===== src/rtl/des_guard_pkg.sv =====
package des_guard_pkg;

  localparam int DW     = 64;
  localparam int ADDR_W = 4;
  localparam int NREG   = 9;
  localparam int NERR   = 7;
  localparam int MODE_W = 3;

  // error bit positions (shared by mask and status)
  localparam int B_ME  = 0;
  localparam int B_DSE = 1;
  localparam int B_KSE = 2;
  localparam int B_CE  = 3;
  localparam int B_ERE = 4;
  localparam int B_IE  = 5;
  localparam int B_KPE = 6;

  // register addresses
  localparam int A_MODE  = 0;
  localparam int A_KLEN  = 1;
  localparam int A_DLEN  = 2;
  localparam int A_IV    = 3;
  localparam int A_KEYA  = 4;
  localparam int A_KEYB  = 5;
  localparam int A_KEYC  = 6;
  localparam int A_MASK  = 7;
  localparam int A_STAT  = 8;
  localparam int LAST_CTX = A_KEYC;

  localparam logic [1:0] CH_OFB = 2'b11;
  localparam int TRIPLE_BIT = 2;

  function automatic logic byte_is_odd(input logic [7:0] b);
    return ^b;
  endfunction

  function automatic logic klen_ok(input logic [DW-1:0] v);
    return (v == DW'(8)) || (v == DW'(16)) || (v == DW'(24));
  endfunction

  function automatic logic dlen_ok(input logic [DW-1:0] v, input logic [1:0] chain);
    return (chain == CH_OFB) || (v[5:0] == 6'd0);
  endfunction

  function automatic logic mode_ok(input logic [DW-1:0] v);
    return v[DW-1:MODE_W] == '0;
  endfunction

endpackage


===== src/rtl/des_guard_decode.sv =====
module des_guard_decode
  import des_guard_pkg::*;
#(
  parameter int AW = ADDR_W,
  parameter int NR = NREG
) (
  input  logic          wr_en,
  input  logic          rd_en,
  input  logic [AW-1:0] addr,
  output logic [NR-1:0] wr_sel,
  output logic          rd_iv
);
  for (genvar i = 0; i < NR; i++) begin : g_sel
    assign wr_sel[i] = wr_en && (addr == AW'(i));
  end

  assign rd_iv = rd_en && (addr == AW'(A_IV));
endmodule


===== src/rtl/des_guard_checks.sv =====
module des_guard_checks
  import des_guard_pkg::*;
#(
  parameter int W = DW,
  parameter int NE = NERR
) (
  input  logic [LAST_CTX:0] ctx_sel,
  input  logic              rd_iv,
  input  logic [W-1:0]      wdata,
  input  logic              busy,
  input  logic              int_err,
  input  logic [MODE_W-1:0] mode_q,
  output logic [NE-1:0]     ev
);
  localparam int NBYTES = W / 8;

  logic [NBYTES-1:0] byte_ok;
  for (genvar b = 0; b < NBYTES; b++) begin : g_par
    assign byte_ok[b] = byte_is_odd(wdata[b*8 +: 8]);
  end

  logic parity_good, check_extra, kpe_ev, kse_ev, dse_ev, me_ev, ce_ev;
  assign parity_good = &byte_ok;
  assign check_extra = (ctx_sel[A_KEYB] || ctx_sel[A_KEYC]) && mode_q[TRIPLE_BIT];
  assign kpe_ev = (ctx_sel[A_KEYA] || check_extra) && !parity_good;
  assign kse_ev = ctx_sel[A_KLEN] && !klen_ok(wdata);
  assign dse_ev = ctx_sel[A_DLEN] && !dlen_ok(wdata, mode_q[1:0]);
  assign me_ev  = ctx_sel[A_MODE] && !mode_ok(wdata);
  assign ce_ev  = busy && (|ctx_sel);

  always_comb begin
    ev        = '0;
    ev[B_KPE] = kpe_ev;
    ev[B_IE]  = int_err;
    ev[B_ERE] = busy && rd_iv;
    ev[B_CE]  = ce_ev;
    ev[B_KSE] = kse_ev;
    ev[B_DSE] = dse_ev;
    ev[B_ME]  = me_ev;
  end
endmodule


===== src/rtl/des_guard_regs.sv =====
module des_guard_regs
  import des_guard_pkg::*;
#(
  parameter int NE = NERR,
  parameter logic [NE-1:0] MASK_RST = '0
) (
  input  logic              clk,
  input  logic              rst_n,
  input  logic              wr_mode,
  input  logic              wr_mask,
  input  logic              wr_stat,
  input  logic [NE-1:0]     wlow,
  input  logic [NE-1:0]     ev,
  output logic [MODE_W-1:0] mode_q,
  output logic [NE-1:0]     mask_q,
  output logic [NE-1:0]     status_q
);
  logic [NE-1:0] mask_d, clr, status_d;

  assign mask_d   = wr_mask ? wlow : mask_q;
  assign clr      = wr_stat ? wlow : '0;
  assign status_d = ((status_q & ~clr) | ev) & ~mask_d;

  always_ff @(posedge clk or negedge rst_n) begin
    if (!rst_n) begin
      mode_q   <= '0;
      mask_q   <= MASK_RST;
      status_q <= '0;
    end else begin
      if (wr_mode) mode_q <= wlow[MODE_W-1:0];
      mask_q   <= mask_d;
      status_q <= status_d;
    end
  end
endmodule


===== src/rtl/des_guard.sv =====
module des_guard
  import des_guard_pkg::*;
(
  input  logic              clk,
  input  logic              rst_n,
  input  logic              wr_en,
  input  logic              rd_en,
  input  logic [ADDR_W-1:0] addr,
  input  logic [DW-1:0]     wdata,
  input  logic              busy,
  input  logic              int_err,
  output logic [DW-1:0]     rdata,
  output logic              irq
);
  logic [NREG-1:0]   wr_sel;
  logic              rd_iv;
  logic [NERR-1:0]   ev;
  logic [MODE_W-1:0] mode_q;
  logic [NERR-1:0]   mask_q;
  logic [NERR-1:0]   status_q;

  des_guard_decode #(.AW(ADDR_W), .NR(NREG)) u_dec (
    .wr_en(wr_en), .rd_en(rd_en), .addr(addr), .wr_sel(wr_sel), .rd_iv(rd_iv)
  );

  des_guard_checks #(.W(DW), .NE(NERR)) u_chk_ev (
    .ctx_sel(wr_sel[LAST_CTX:0]), .rd_iv(rd_iv), .wdata(wdata), .busy(busy),
    .int_err(int_err), .mode_q(mode_q), .ev(ev)
  );

  des_guard_regs #(.NE(NERR)) u_regs (
    .clk(clk), .rst_n(rst_n),
    .wr_mode(wr_sel[A_MODE]), .wr_mask(wr_sel[A_MASK]), .wr_stat(wr_sel[A_STAT]),
    .wlow(wdata[NERR-1:0]), .ev(ev),
    .mode_q(mode_q), .mask_q(mask_q), .status_q(status_q)
  );

  always_comb begin
    rdata = '0;
    case (addr)
      ADDR_W'(A_MODE): rdata = DW'(mode_q);
      ADDR_W'(A_MASK): rdata = DW'(mask_q);
      ADDR_W'(A_STAT): rdata = DW'(status_q);
      default:         rdata = '0;
    endcase
  end

  assign irq = |status_q;
endmodule


===== config.mk =====
export PLATFORM = sky130hd
export DESIGN_NAME = des_guard
export DESIGN_NICKNAME = d
export VERILOG_FILES = /design/src/rtl/des_guard_pkg.sv /design/src/rtl/des_guard_decode.sv /design/src/rtl/des_guard_checks.sv /design/src/rtl/des_guard_regs.sv /design/src/rtl/des_guard.sv
export SDC_FILE = /design/constraint.sdc
export NUM_CORES = 1
export LEC_CHECK = 0
export BUFFER_PORTS_ARGS = -buffer_cell sky130_fd_sc_hd__buf_2
export CORE_MARGIN = 1.5
export CORE_UTILIZATION = 43
export DETAILED_ROUTE_END_ITERATION = 10
export GPL_TIMING_DRIVEN = 0
export PLACE_DENSITY = 0.77
export SKIP_CTS_REPAIR_TIMING = 1
export SLEW_MARGIN = 10
export SYNTH_ARGS = -nofsm -noshare
export SYNTH_HDL_FRONTEND = slang
export SYNTH_SLANG_ARGS = --single-unit

===== constraint.sdc =====
create_clock -name clk -period 1.23 [get_ports clk]
set_clock_uncertainty 0.05 [all_clocks]
set_input_delay 0.123 -clock clk [delete_from_list [all_inputs] [get_ports clk]]
set_output_delay 0.123 -clock clk [all_outputs]
set_load 0.01 [all_outputs]

# Yosys cells after proc, flatten, opt, wreduce, memory -nomap -nowiden
# Index checks and enable logic that the tools add are counted.
# word_totals
word_cells,63
register_bits,17
input_bits,74
output_inout_bits,65
# op_classes
muxes,3
n_bitwise,5
eq_ne,12
reduce_logical,40
# ops
cell,count
"64-bit by 5-bit == test with 1-bit output, second input constant",2
"64-bit by 4-bit == test with 1-bit output, second input constant",1
8-bit XOR reduction,8
61-bit zero test,1
7-bit case mux with 3 select lines,1
1-bit logical AND,17
"4-bit by 3-bit == test with 1-bit output, second input constant",4
7-bit bitwise AND,2
7-bit two-way mux,2
7-bit NOT,2
7-bit OR reduction,2
"4-bit by 2-bit == test with 1-bit output, second input constant",2
8-bit AND reduction,1
7-bit bitwise OR,1
6-bit zero test,1
1-bit logical OR,5
"4-bit by 1-bit == test with 1-bit output, second input constant",1
"4-bit == test, second input constant",1
1-bit zero test,4
4-bit zero test,1
"2-bit == test, second input constant",1

# Longest topological paths before layout
# depth
ltp_word,8
depth_mapped,8
depth_no_buf,7

# Hierarchy
# From an unflattened synthesis, not the netlist that was laid out.
# hier_totals
hier_cells,332
area_unflattened_um2,2605.0
# modules_own_cells
module,seq_area_each_um2,n_inst,cells_each,area_each_um2
des_guard_checks,0.0,1,173,1202.4
des_guard_regs,425.4,1,68,719.4
des_guard,0.0,1,75,584.3
des_guard_decode,0.0,1,16,98.8

# Worst setup path after synthesis
# Ideal clock, no wire load.
# synth_path
path_kind,input-to-reg
from,input port addr[1]
to,register u_regs.status_q[2]
t_required_ns,1.059
setup_ns,0.121
path_slack_ns,-0.107
path_stages,7
arrival_ns,1.165
path_buffers,2
path_cell_list,buf_2 nor4b_4 and2_1 buf_6 nand2_1 a21oi_2 nor2_1
# synth_between
elab_chain_len,7
elab_cells_between_ends,14
classes_between,eq/ne (3); mux (2); bitwise (5); reduce/logical (4)
# synth_lines
item,line_no,rtl
start: declaration,des_guard.sv:8,"input logic [ADDR_W-1:0] addr,"
4-bit == test,des_guard_decode.sv:14,assign wr_sel[i] = wr_en && (addr == AW'(i));
1-bit logical AND,des_guard_decode.sv:14,
7-bit two-way mux,des_guard_regs.sv:21,assign clr = wr_stat ? wlow : '0;
7-bit NOT,des_guard_regs.sv:22,assign status_d = ((status_q & ~clr) | ev) & ~mask_d;
7-bit bitwise AND,des_guard_regs.sv:22,
7-bit bitwise OR,des_guard_regs.sv:22,
7-bit bitwise AND (*),des_guard_regs.sv:22,
via u_regs.status_d[2],des_guard_regs.sv:18,"logic [NE-1:0] mask_d, clr, status_d;"
end signal: assignment,des_guard_regs.sv:32,status_q <= status_d;
end: declaration,des_guard_regs.sv:16,output logic [NE-1:0] status_q
# Mark *: on every way through the listed nets, which the timed path passes. The rest lies on a longest branch.
# A chain may end at the register's enable or synchronous reset.

# Final worst setup path
# layout_path
from,register u_regs.status_q[6]
to,output port irq
# layout_between
elab_chain_len,1
# layout_lines
item,line_no,rtl
7-bit OR reduction,des_guard.sv:48,assign irq = |status_q;
end: declaration,des_guard.sv:13,output logic irq
# Every way passes these cells.

==> results.sh <==
export IMPL_maxCapViolations=0
export IMPL_violations="negative setup slack"
export IMPL_die_h_um=78.3
export IMPL_rows=27
export IMPL_clock_fmax_mhz=745
export IMPL_post_route_period_util_pct=109
export IMPL_vias=2377
export IMPL_synth_simple_area_share_pct=18.4
export IMPL_cp_buffers_inverters=1
export IMPL_cts_tree="built"
export IMPL_clock_sinks=17
export IMPL_ant_nets=0
export IMPL_seq_area_um2=425
export IMPL_p_leak_nw=2.02
export IMPL_synth_top_cell_area_share_pct=17.9
export IMPL_design_area_um2=3490
export IMPL_worst_skew_pair_late_latency_ns=0.25
export IMPL_netlist_area_um2=2440
export IMPL_syn2layout_area_growth_pct=42.9
export IMPL_ff2ff_setup_slack_ns=0.02
export IMPL_diodes=0
export IMPL_cts_path_max_buffers=2
export IMPL_post_dp_cell_area_um2=3150
export IMPL_pin_count=139
export IMPL_clkPwrFrac_pct=18.2
export IMPL_synth_compound_area_share_pct=8.11
export IMPL_routed_wl_um=6100
export IMPL_drive_above_1_share_pct=41.4
export IMPL_synth_area_per_cell_um2=7.74
export IMPL_nFillCells=493
export IMPL_post_place_ws_ns=-0.419
export IMPL_slowest_delay_ns=0.41
export IMPL_finalWeightedCongestion=0.840
export IMPL_place_inst=522
export IMPL_cts_made_buffers=3
export IMPL_fin_ws_ns=-0.112
export IMPL_pwr_density_cell_nw_per_um2=671
export IMPL_synth_top_family_by_area="buffers and inverters"
export IMPL_required_ns=1.06
export IMPL_seqPwrFrac_pct=32.6
export IMPL_synth_common_cells="inv_1, buf_4, ha_1, nand2_1, nor4_1"
export IMPL_ys_types=33
export IMPL_core_area_um2=5470
export IMPL_p_int_mw=1.49
export IMPL_multiInputGateArea_um2=1760
export IMPL_hold_viol=0
export IMPL_path_cells="nor4_2, nand2_1, buf_2"
export IMPL_cp_top_family="flip-flops"
export IMPL_wl_per_cell_um=11.5
export IMPL_synth_seq_area_share_pct=17.4
export IMPL_grt_pass1_vias=2145
export IMPL_htreeDepth=1
export IMPL_synthMuxAreaShare_pct=0.410
export IMPL_period_needed_ns=1.34
export IMPL_worstHoldPathType="in -> reg"
export IMPL_gr_total_overflow=0
export IMPL_slew_viol_final=0
export IMPL_initial_core_util_pct=44.6
export IMPL_dieArea_um2=6130
export IMPL_pwr_share_comb_pct=49.2
export IMPL_sw_frac_of_total_pct=36.4
export IMPL_endpoint_kind="primary output"
export IMPL_antenna_found_initial=0
export IMPL_p_sw_uw=852
export IMPL_fin_nets=566
export IMPL_synthFlopType="dfrtp_1"
export IMPL_grt_pass1_wl_um=9250
export IMPL_synth_area_top_cells="buf_4, dfrtp_1, ha_1"
export IMPL_port_buffer_count=79
export IMPL_drc_errors=0
export IMPL_worstSetupStartpointType="register"
export IMPL_synth_area_leader_cell="buf_4"
export IMPL_ys_ff_latch=17
export IMPL_finalNonFillerCells=529
export IMPL_status="finished, violations left"
export IMPL_crit_slowest_cell="dfrtp_1"
export IMPL_synth_edf_count=0
export IMPL_critPathArrivalTime_ns=1.17
export IMPL_syn_inst=315
export IMPL_grt_usage_pct=18.7
export IMPL_die_w_um=78.3
export IMPL_place_hpwl_um=5070
export IMPL_setup_violations_final=2
export IMPL_drtIter0Drc=75
export IMPL_yosysMostFrequentCell="inv_1"
export IMPL_path_class="reg -> out"
export IMPL_ctsRootBufferMaster="clkbuf_8"
export IMPL_grt_max_degree=18
export IMPL_ir_drop_mv=0.509
export IMPL_synthAdderAreaFrac_pct=17.4
export IMPL_crit_path_max_fanout=3
export IMPL_cts_clk_slew_worst_paths_ns=0.07
export IMPL_synth_xor_area_share_pct=8.62
export IMPL_yosys_warnings=0
export IMPL_viasPerCell=4.49
export IMPL_rsz0062_at_grt="yes"
export IMPL_async_reset_ff_share_pct=100
export IMPL_drt_pass1_iterations=4
tightest hold or removal path, stage by stage:
cell and delay, ns:
buf_2 0.08, a21oi_2 0.03, nor2_1 0.08
sequential cells by signal, indices dropped and copies added (netlist names):
signal	cells
u_regs.mode_q	3
u_regs.mask_q	7
u_regs.status_q	7
per-layer routing:
metal	routed length [µm]	global-route usage, %	up-vias
met5	0	0	-
met4	53	4.11	0
met3	401	2.44	6
met2	3110	33.9	111
met1	2530	23.4	1058
li1	-	-	1202
power groups by stage:
stage / clock (mW) / sequential [mW] / combinational, mW
2_1_floorplan: 0 / 0.735 / 0.732
3_3_place_gp: 0 / 0.756 / 0.991
3_5_place_dp: 0 / 0.762 / 1.01
4_1_cts: 0.421 / 0.752 / 1.01
5_1_grt: 0.452 / 0.773 / 1.27
6_report: 0.426 / 0.762 / 1.15
cells in the final DEF (no fill, tap or decap), types with 5 or more instances in the layout:
| cell type | instances |
|---|---|
| buf_2 | 74 |
| xnor2_1 | 11 |
| nand2_2 | 6 |
| a21oi_2 | 5 |
| nand2_1 | 24 |
| ha_4 | 7 |
| inv_1 | 62 |
| dfrtp_1 | 17 |
| ha_1 | 27 |
| buf_6 | 5 |
| nor4_2 | 9 |
| nand4_1 | 13 |
| buf_4 | 62 |
| nor4_1 | 8 |
| xnor2_2 | 5 |
| o21ai_1 | 6 |
| xor2_1 | 7 |
| nor2_1 | 8 |
| conb_1 | 57 |
cell families after synthesis:
logic type	Yosys count
buf+inv	127
simple gates	82
fa+ha+maj	34
compound gates	29
xor+xnor	24
flops	17
other cells	1
mux	1
area by class of cell:
| type | count | share of cell area, % |
|---|---|---|
| Tap cell | 72 | 2.58 |
| Buffer | 62 | 13.9 |
| Sequential cell | 17 | 12.2 |
| Inverter | 65 | 7.00 |
| Multi-Input combinational cell | 227 | 50.4 |
| Timing Repair Buffer | 82 | 12.6 |
| Clock buffer | 4 | 1.29 |
metrics by stage:
| stage | utilization, % | TNS [ns] | hold WS (ns) | power (mW) |
|---|---|---|---|---|
| global placement | 57.6 | -2.96 | 0.00525 | 1.75 |
| global route | 63.7 | -0.315 | 0.0737 | 2.50 |
| CTS | 58.4 | -1.56 | -0.259 | 2.19 |
| floorplan | - | -0.384 | -0.223 | 1.47 |
| detailed placement | 57.6 | -3.22 | 0.0117 | 1.77 |
| finish | 63.7 | -0.119 | 0.0532 | 2.34 |
path summary, 6_finish.rpt:
check / start / endpoint / depth (start not counted)
worst max-delay path: u_regs.status_q[6] / irq / 3
worst min-delay path: int_err / u_regs.status_q[5] / 3
worst max register to register: u_regs.mode_q[2] / u_regs.status_q[6] / 4
worst min register to register: u_regs.mask_q[5] / u_regs.mask_q[5] / 2
max in group asynchronous: rst_n / u_regs.mask_q[3] / 2
min in group asynchronous: rst_n / u_regs.mask_q[2] / 2
No activity file was read; power rests on OpenSTA's default activity.
